`config.mk`:
```
export PLATFORM = sky130hd
export DESIGN_NAME = tag_match_rs
export DESIGN_NICKNAME = d
export VERILOG_FILES = /design/src/rtl/rs_pkg.sv /design/src/rtl/rs_ctrl.sv /design/src/rtl/rs_data.sv /design/src/rtl/tag_match_rs.sv
export SDC_FILE = /design/constraint.sdc
export NUM_CORES = 2
export LEC_CHECK = 0
export BUFFER_PORTS_ARGS = -buffer_cell sky130_fd_sc_hd__buf_2
export CAP_MARGIN = 10
export CORE_MARGIN = 2
export CORE_UTILIZATION = 66
export CTS_CLUSTER_SIZE = 10
export DETAILED_ROUTE_END_ITERATION = 10
export HOLD_SLACK_MARGIN = 0.06
export PLACE_DENSITY_LB_ADDON = 0.25
export REMOVE_ABC_BUFFERS = 1
export SLEW_MARGIN = 40
export SYNTH_ARGS = -nofsm -noshare
export SYNTH_HDL_FRONTEND = slang
export SYNTH_SLANG_ARGS = --single-unit
```
`constraint.sdc`:
```
create_clock -name clk -period 31 [get_ports clk]
set_clock_uncertainty 0.2 [all_clocks]
set_input_delay 6.2 -clock clk [delete_from_list [all_inputs] [get_ports clk]]
set_output_delay 6.2 -clock clk [all_outputs]
set_load 0.005 [all_outputs]
```
`src/rtl/rs_pkg.sv`:
```
package rs_pkg;

  // Tag width is fixed by the broadcast bus format; tag 0 means "value present".
  localparam int TAG_W = 4;

  typedef enum logic [1:0] {
    OP_ADD = 2'd0,
    OP_SUB = 2'd1,
    OP_AND = 2'd2,
    OP_XOR = 2'd3
  } alu_op_e;

  // Strobes from control to datapath.
  typedef struct packed {
    logic             issueEn;
    logic [TAG_W-1:0] issueTag;
    logic             dispEn;
    logic [TAG_W-1:0] dispTag;
  } rs_strobe_t;

endpackage

```
`src/rtl/rs_ctrl.sv`:
```
module rs_ctrl
  import rs_pkg::*;
#(
  parameter int NUM_RS = 4
) (
  input  logic              issueValid,
  input  logic [NUM_RS-1:0] busyVec,
  input  logic [NUM_RS-1:0] readyVec,
  output logic              issueReady,
  output rs_strobe_t        strobe
);

  // Priority pick: walking from the top index down lets the lowest index win.
  always_comb begin
    strobe = '0;
    for (int i = NUM_RS - 1; i >= 0; i--) begin
      if (!busyVec[i])  strobe.issueTag = TAG_W'(i + 1);
      if (readyVec[i])  strobe.dispTag  = TAG_W'(i + 1);
    end
    issueReady     = ~(&busyVec);
    strobe.issueEn = issueValid && issueReady;
    strobe.dispEn  = |readyVec;
  end

endmodule

```
`src/rtl/rs_data.sv`:
```
module rs_data
  import rs_pkg::*;
#(
  parameter int NUM_RS    = 4,
  parameter int NUM_REGS  = 8,
  parameter int DATA_W    = 64,
  parameter int EXEC_LAT  = 3,
  localparam int REG_W    = $clog2(NUM_REGS)
) (
  input  logic              clk,
  input  logic              rstN,
  input  rs_strobe_t        strobe,
  input  logic [1:0]        issueOp,
  input  logic [REG_W-1:0]  issueDst,
  input  logic [REG_W-1:0]  issueSrcA,
  input  logic [REG_W-1:0]  issueSrcB,
  input  logic              cdbValid,
  input  logic [TAG_W-1:0]  cdbTag,
  input  logic [DATA_W-1:0] cdbData,
  output logic [NUM_RS-1:0] busyVec,
  output logic [NUM_RS-1:0] readyVec,
  output logic              resValid,
  output logic [TAG_W-1:0]  resTag,
  output logic [DATA_W-1:0] resData
);

  // Station storage
  logic              stBusy    [NUM_RS];
  logic              stStarted [NUM_RS];
  alu_op_e           stOp      [NUM_RS];
  logic [DATA_W-1:0] stValA    [NUM_RS];
  logic [DATA_W-1:0] stValB    [NUM_RS];
  logic [TAG_W-1:0]  stTagA    [NUM_RS];
  logic [TAG_W-1:0]  stTagB    [NUM_RS];

  // Register file and rename table
  logic [DATA_W-1:0] regVal [NUM_REGS];
  logic [TAG_W-1:0]  regTag [NUM_REGS];

  // Issue-time operand lookup
  logic [TAG_W-1:0]  lookTagA, lookTagB;
  logic [DATA_W-1:0] inValA, inValB;
  logic [TAG_W-1:0]  inTagA, inTagB;

  always_comb begin
    lookTagA = regTag[issueSrcA];
    lookTagB = regTag[issueSrcB];
    inValA   = '0;
    inTagA   = '0;
    if (lookTagA == '0)                       inValA = regVal[issueSrcA];
    else if (cdbValid && cdbTag == lookTagA)  inValA = cdbData;
    else                                      inTagA = lookTagA;
    inValB   = '0;
    inTagB   = '0;
    if (lookTagB == '0)                       inValB = regVal[issueSrcB];
    else if (cdbValid && cdbTag == lookTagB)  inValB = cdbData;
    else                                      inTagB = lookTagB;
  end

  // Station update: load on issue, otherwise snoop, start and free
  always_ff @(posedge clk) begin
    if (!rstN) begin
      for (int i = 0; i < NUM_RS; i++) begin
        stBusy[i]    <= 1'b0;
        stStarted[i] <= 1'b0;
        stOp[i]      <= OP_ADD;
        stValA[i]    <= '0;
        stValB[i]    <= '0;
        stTagA[i]    <= '0;
        stTagB[i]    <= '0;
      end
    end else begin
      for (int i = 0; i < NUM_RS; i++) begin
        if (strobe.issueEn && strobe.issueTag == TAG_W'(i + 1)) begin
          stBusy[i]    <= 1'b1;
          stStarted[i] <= 1'b0;
          stOp[i]      <= alu_op_e'(issueOp);
          stValA[i]    <= inValA;
          stValB[i]    <= inValB;
          stTagA[i]    <= inTagA;
          stTagB[i]    <= inTagB;
        end else begin
          if (cdbValid && cdbTag == TAG_W'(i + 1)) begin
            stBusy[i]    <= 1'b0;
            stStarted[i] <= 1'b0;
          end else if (strobe.dispEn && strobe.dispTag == TAG_W'(i + 1)) begin
            stStarted[i] <= 1'b1;
          end
          if (stTagA[i] != '0 && cdbValid && cdbTag == stTagA[i]) begin
            stValA[i] <= cdbData;
            stTagA[i] <= '0;
          end
          if (stTagB[i] != '0 && cdbValid && cdbTag == stTagB[i]) begin
            stValB[i] <= cdbData;
            stTagB[i] <= '0;
          end
        end
      end
    end
  end

  always_comb begin
    for (int i = 0; i < NUM_RS; i++) begin
      busyVec[i]  = stBusy[i];
      readyVec[i] = stBusy[i] && !stStarted[i] && stTagA[i] == '0 && stTagB[i] == '0;
    end
  end

  // Register file and rename table: broadcast writes, then issue renames
  always_ff @(posedge clk) begin
    if (!rstN) begin
      for (int r = 0; r < NUM_REGS; r++) begin
        regVal[r] <= DATA_W'(r);
        regTag[r] <= '0;
      end
    end else begin
      for (int r = 0; r < NUM_REGS; r++) begin
        if (cdbValid && regTag[r] != '0 && regTag[r] == cdbTag) begin
          regVal[r] <= cdbData;
          regTag[r] <= '0;
        end
        if (strobe.issueEn && issueDst == REG_W'(r))
          regTag[r] <= strobe.issueTag;
      end
    end
  end

  // Dispatch operand select
  alu_op_e           exOp;
  logic [DATA_W-1:0] exA, exB, exRes;

  always_comb begin
    exOp = OP_ADD;
    exA  = '0;
    exB  = '0;
    for (int i = 0; i < NUM_RS; i++) begin
      if (strobe.dispTag == TAG_W'(i + 1)) begin
        exOp = stOp[i];
        exA  = stValA[i];
        exB  = stValB[i];
      end
    end
    unique case (exOp)
      OP_ADD:  exRes = exA + exB;
      OP_SUB:  exRes = exA - exB;
      OP_AND:  exRes = exA & exB;
      default: exRes = exA ^ exB;
    endcase
  end

  // Fixed-latency execution pipeline
  logic              pipeVal  [EXEC_LAT];
  logic [TAG_W-1:0]  pipeTag  [EXEC_LAT];
  logic [DATA_W-1:0] pipeData [EXEC_LAT];

  always_ff @(posedge clk) begin
    if (!rstN) begin
      for (int s = 0; s < EXEC_LAT; s++) begin
        pipeVal[s]  <= 1'b0;
        pipeTag[s]  <= '0;
        pipeData[s] <= '0;
      end
    end else begin
      pipeVal[0]  <= strobe.dispEn;
      pipeTag[0]  <= strobe.dispTag;
      pipeData[0] <= exRes;
      for (int s = 1; s < EXEC_LAT; s++) begin
        pipeVal[s]  <= pipeVal[s-1];
        pipeTag[s]  <= pipeTag[s-1];
        pipeData[s] <= pipeData[s-1];
      end
    end
  end

  assign resValid = pipeVal[EXEC_LAT-1];
  assign resTag   = pipeTag[EXEC_LAT-1];
  assign resData  = pipeData[EXEC_LAT-1];

endmodule

```
`src/rtl/tag_match_rs.sv`:
```
module tag_match_rs
  import rs_pkg::*;
#(
  parameter int NUM_RS   = 4,
  parameter int NUM_REGS = 8,
  parameter int DATA_W   = 64,
  parameter int EXEC_LAT = 3,
  localparam int REG_W   = $clog2(NUM_REGS)
) (
  input  logic              clk,
  input  logic              rstN,
  input  logic              issueValid,
  input  logic [1:0]        issueOp,
  input  logic [REG_W-1:0]  issueDst,
  input  logic [REG_W-1:0]  issueSrcA,
  input  logic [REG_W-1:0]  issueSrcB,
  output logic              issueReady,
  input  logic              cdbValid,
  input  logic [TAG_W-1:0]  cdbTag,
  input  logic [DATA_W-1:0] cdbData,
  output logic              dispValid,
  output logic [TAG_W-1:0]  dispTag,
  output logic              resValid,
  output logic [TAG_W-1:0]  resTag,
  output logic [DATA_W-1:0] resData
);

  logic [NUM_RS-1:0] busyVec;
  logic [NUM_RS-1:0] readyVec;
  rs_strobe_t        strobe;

  rs_ctrl #(.NUM_RS(NUM_RS)) i_ctrl (
    .issueValid (issueValid),
    .busyVec    (busyVec),
    .readyVec   (readyVec),
    .issueReady (issueReady),
    .strobe     (strobe)
  );

  rs_data #(
    .NUM_RS   (NUM_RS),
    .NUM_REGS (NUM_REGS),
    .DATA_W   (DATA_W),
    .EXEC_LAT (EXEC_LAT)
  ) i_data (
    .clk       (clk),
    .rstN      (rstN),
    .strobe    (strobe),
    .issueOp   (issueOp),
    .issueDst  (issueDst),
    .issueSrcA (issueSrcA),
    .issueSrcB (issueSrcB),
    .cdbValid  (cdbValid),
    .cdbTag    (cdbTag),
    .cdbData   (cdbData),
    .busyVec   (busyVec),
    .readyVec  (readyVec),
    .resValid  (resValid),
    .resTag    (resTag),
    .resData   (resData)
  );

  assign dispValid = strobe.dispEn;
  assign dispTag   = strobe.dispTag;

endmodule

```
==> summary.txt <==
Cells after synthesis = 5580
Setup WS pre-CTS = 20.74 ns
Die X = 323 microns
Setup slack after layout = 20.46 ns
Register Area = 36700 sq um
Nets = 5625
Port Buffer Count = 155
Crit Path Max Fanout = 41
Fin crit period = 10.54 ns
Post-CTS Resized = 0
P&R area growth vs syn = 8.62%
Synth Area in XOR/XNOR = 2.02%
Cell row count = 117
Largest net degree at the start of global routing = 118
Synth Cell Area = 67300 sq um
H-tree Lvls = 4
Via Count = 50.2k
Starting Density = 66.3%
Post-synth EDFFs = 1082
Post-Syn Area per Cell = 12.1 sq um
Final hold vios = 0
Period utilisation layout = 34.0%
Worst Tran Pin Value = 1.02 ns
Synth area leaders = edfxtp_1 48%, mux4_2 9.0%, dfxtp_1 6.3%
Gpl congestion = 0.902
Worst endpoint required time = 24.60 ns
TritonCTS clock tree = built
Synth Area in Adders = 2.41%
Design area = 73100 sq um
Final setup fails = 0
Post-synthesis simple-gate area fraction = 10.7%
Die ar. = 104000 sq um
Peak VDD IR = 0.0440 mV
Max frequency = 94.9 MHz
Hold Path Class = reg -> reg
Worst Setup End Kind = primary output
Clk Latency, worst-skew pair = 0.77 ns
DIE HEIGHT = 323 microns
P_int = 0.00319 W
Clock power share = 36.3%
Total wire length = 210000 microns
Main combinational cell family by area after synthesis = compound AO/OA/AOI/OAI gates
Hold Crit Start = i_data.pipeData[0][127]
Initial antenna violation count = 24
GRT overflow = 0
Seq/Total Area, Yosys = 54.6%
CP max stage delay = 0.67 ns
GRT Resource Usage Total = 39.9%
CTS root buffer = clkbuf_16
Detailed Routing Iterations Pass 1 = 8
Cell breakdown of the critical path = or4b_1 -> o211ai_4 -> buf_4 -> or3_4 -> inv_2 -> buf_2
Leak = 27.4 nW
Worst r2r src = i_data.stBusy[0]
Post-DRT Antenna Nets = 0
CTS Buf Count = 149
Setup CP Type = reg -> out
Status = finished, final reports clean
Remaining DRCs = 0
# hold bufs at CTS = 0
Post-CTS Setup Inserts = 0
Pwr/cell area = 59.6 nW/um^2
Compound-gate portion of the synthesized area = 14.0%
Drt via density = 7.33
Seq cells post-synth = 1292
Synth Flop Type = edfxtp_1
Share of power burned in combinational logic = 16.3%
Power Total = 0.00435 W
DP Wirelength = 123000 microns
Unrepaired setup endpoints after global routing = false
Startpoint Class = flip-flop
Core ar. = 101000 sq um
Crit path max-delay cell type = buf_4
Sw Ratio = 26.8%
Vias in the first global route = 49.4k
Share of post-route cells with drive strength above 1 = 15.0%
Final Max Tran Viols = 0
Clk sinks = 1292
Seq pwr share = 47.3%
Critical path origin = i_data.stBusy[0]
Distinct cells, synth = 82
Worst slew margin = 31.5%
Fillers = 6666
Mux cell area share after synthesis = 11.9%
Setup TNS = 0 ns
Switch Pwr = 0.00117 W
# IOs = 158
Initial DRC Count = 8548
Global-route wire length before repair = 305000 microns
Clock Pin Slew Worst Setup and Hold Paths = 0.05 ns
Max-cap violations = 0
Asr flop ratio synth = 0%
Wirelength per Cell = 30.6 microns
Multi-input gate area = 28200 sq um
Syn. warnings = 0
Area after DPL = 68600 sq um
Synth area leader = edfxtp_1
CTS Buffer Depth = 3
Synth top area share = 48.3%
Critical Path AT = 4.14 ns
Worst hold margin = 0.226 ns
through the flow:
stage,util (%),cells
3_3_place_gp,67.4,6620
2_1_floorplan,-,5001
6_report,72.0,6850
4_1_cts,71.7,6819
5_1_grt,72.0,6841
3_5_place_dp,67.6,6625
synthesized netlist by cell type, types with 30 or more instances:
library cell	count
a21o_1	30
a21oi_1	157
a221oi_1	68
a22o_1	436
a22oi_1	46
a31oi_1	60
and2_1	156
buf_1	66
buf_2	30
buf_4	76
clkbuf_1	406
dfxtp_1	210
edfxtp_1	1082
ha_1	128
inv_1	95
mux2i_1	192
mux4_2	268
nand2_1	293
nand3_1	213
nor2_1	631
nor3_1	32
nor4_1	55
o211a_1	36
o21a_1	50
o21ai_0	296
xnor2_1	84
xor2_1	71
routing by layer:
| metal | global-route usage (%) | vias to the layer above | part of all wire (%) |
|---|---|---|---|
| met3 | 15.3 | 986 | 17 |
| met4 | 22.9 | 16 | 5.8 |
| met1 | 48.7 | 23800 | 32 |
| li1 | - | 20800 | - |
| met5 | 0 | - | 0.097 |
| met2 | 61.2 | 4541 | 45 |
power groups by stage:
stage                     clock [W]  sequential, W  combinational, W
final                       0.00158        0.00206          0.000711
after global placement            0        0.00208          0.000668
after detailed placement          0        0.00209          0.000680
after floorplan                   0        0.00208          0.000454
after global routing        0.00164        0.00207          0.000756
after CTS                   0.00158        0.00206          0.000687
critical path, delay by kind of cell, from the launching register on:
kind            cells  cell delay [ns]
buf+inv             3             1.32
flops               1             0.57
simple gates        2             1.27
compound gates      1             0.21
layout by cell type (no fill, tap or decap), types with 71 or more instances in the layout:
cell type and instances:
a21oi_1 151, xor2_1 71, a22o_1 436, ha_1 128, xnor2_1 84, inv_1 94
buf_2 147, o21ai_0 265, mux4_2 268, mux2i_1 192, and2_1 153, edfxtp_1 1082
buf_4 78, dfxtp_1 210, clkbuf_16 158, nand2_1 282, nand3_1 209, nor2_1 620
kinds of logic (layout without fill, tap and decap cells):
group,Yosys count,count (layout)
buffers and inverters,676,551
multiplexers,467,467
flip-flops,1292,1292
XOR/XNOR,155,155
AND/OR/NAND/NOR,1551,1551
other,1,28
AO/OA/AOI/OAI,1309,1309
adder cells (fa/ha/maj),129,129
sequential cells by signal (all words and copies together), names as in the netlist, 8 cells and up:
signal / count
i_data.pipeData: 192
i_data.stTagB: 12
i_data.stOp: 8
i_data.stValA: 256
i_data.stTagA: 12
i_data.pipeTag: 9
i_data.stValB: 256
i_data.regTag: 24
i_data.regVal: 512
final timing paths:
path                                   to  slack, ns  depth (start not counted)
setup / recovery               dispTag[2]      20.46                          6
hold / removal    i_data.pipeData[0][191]       0.23                          1
setup reg to reg   i_data.pipeData[0][63]      21.30                         26
hold reg to reg   i_data.pipeData[0][191]       0.23                          1
cell type report:
cell class	count	area share (%)
diodes	26	0.0891
clock buffers	185	5.59
clock inverters	9	0.151
inverters	96	0.500
multi-input cells	3613	38.6
flip-flops and latches	1292	50.2
well taps	1368	2.34
repair buffers	261	2.48
(Power assumes the default switching activity.)
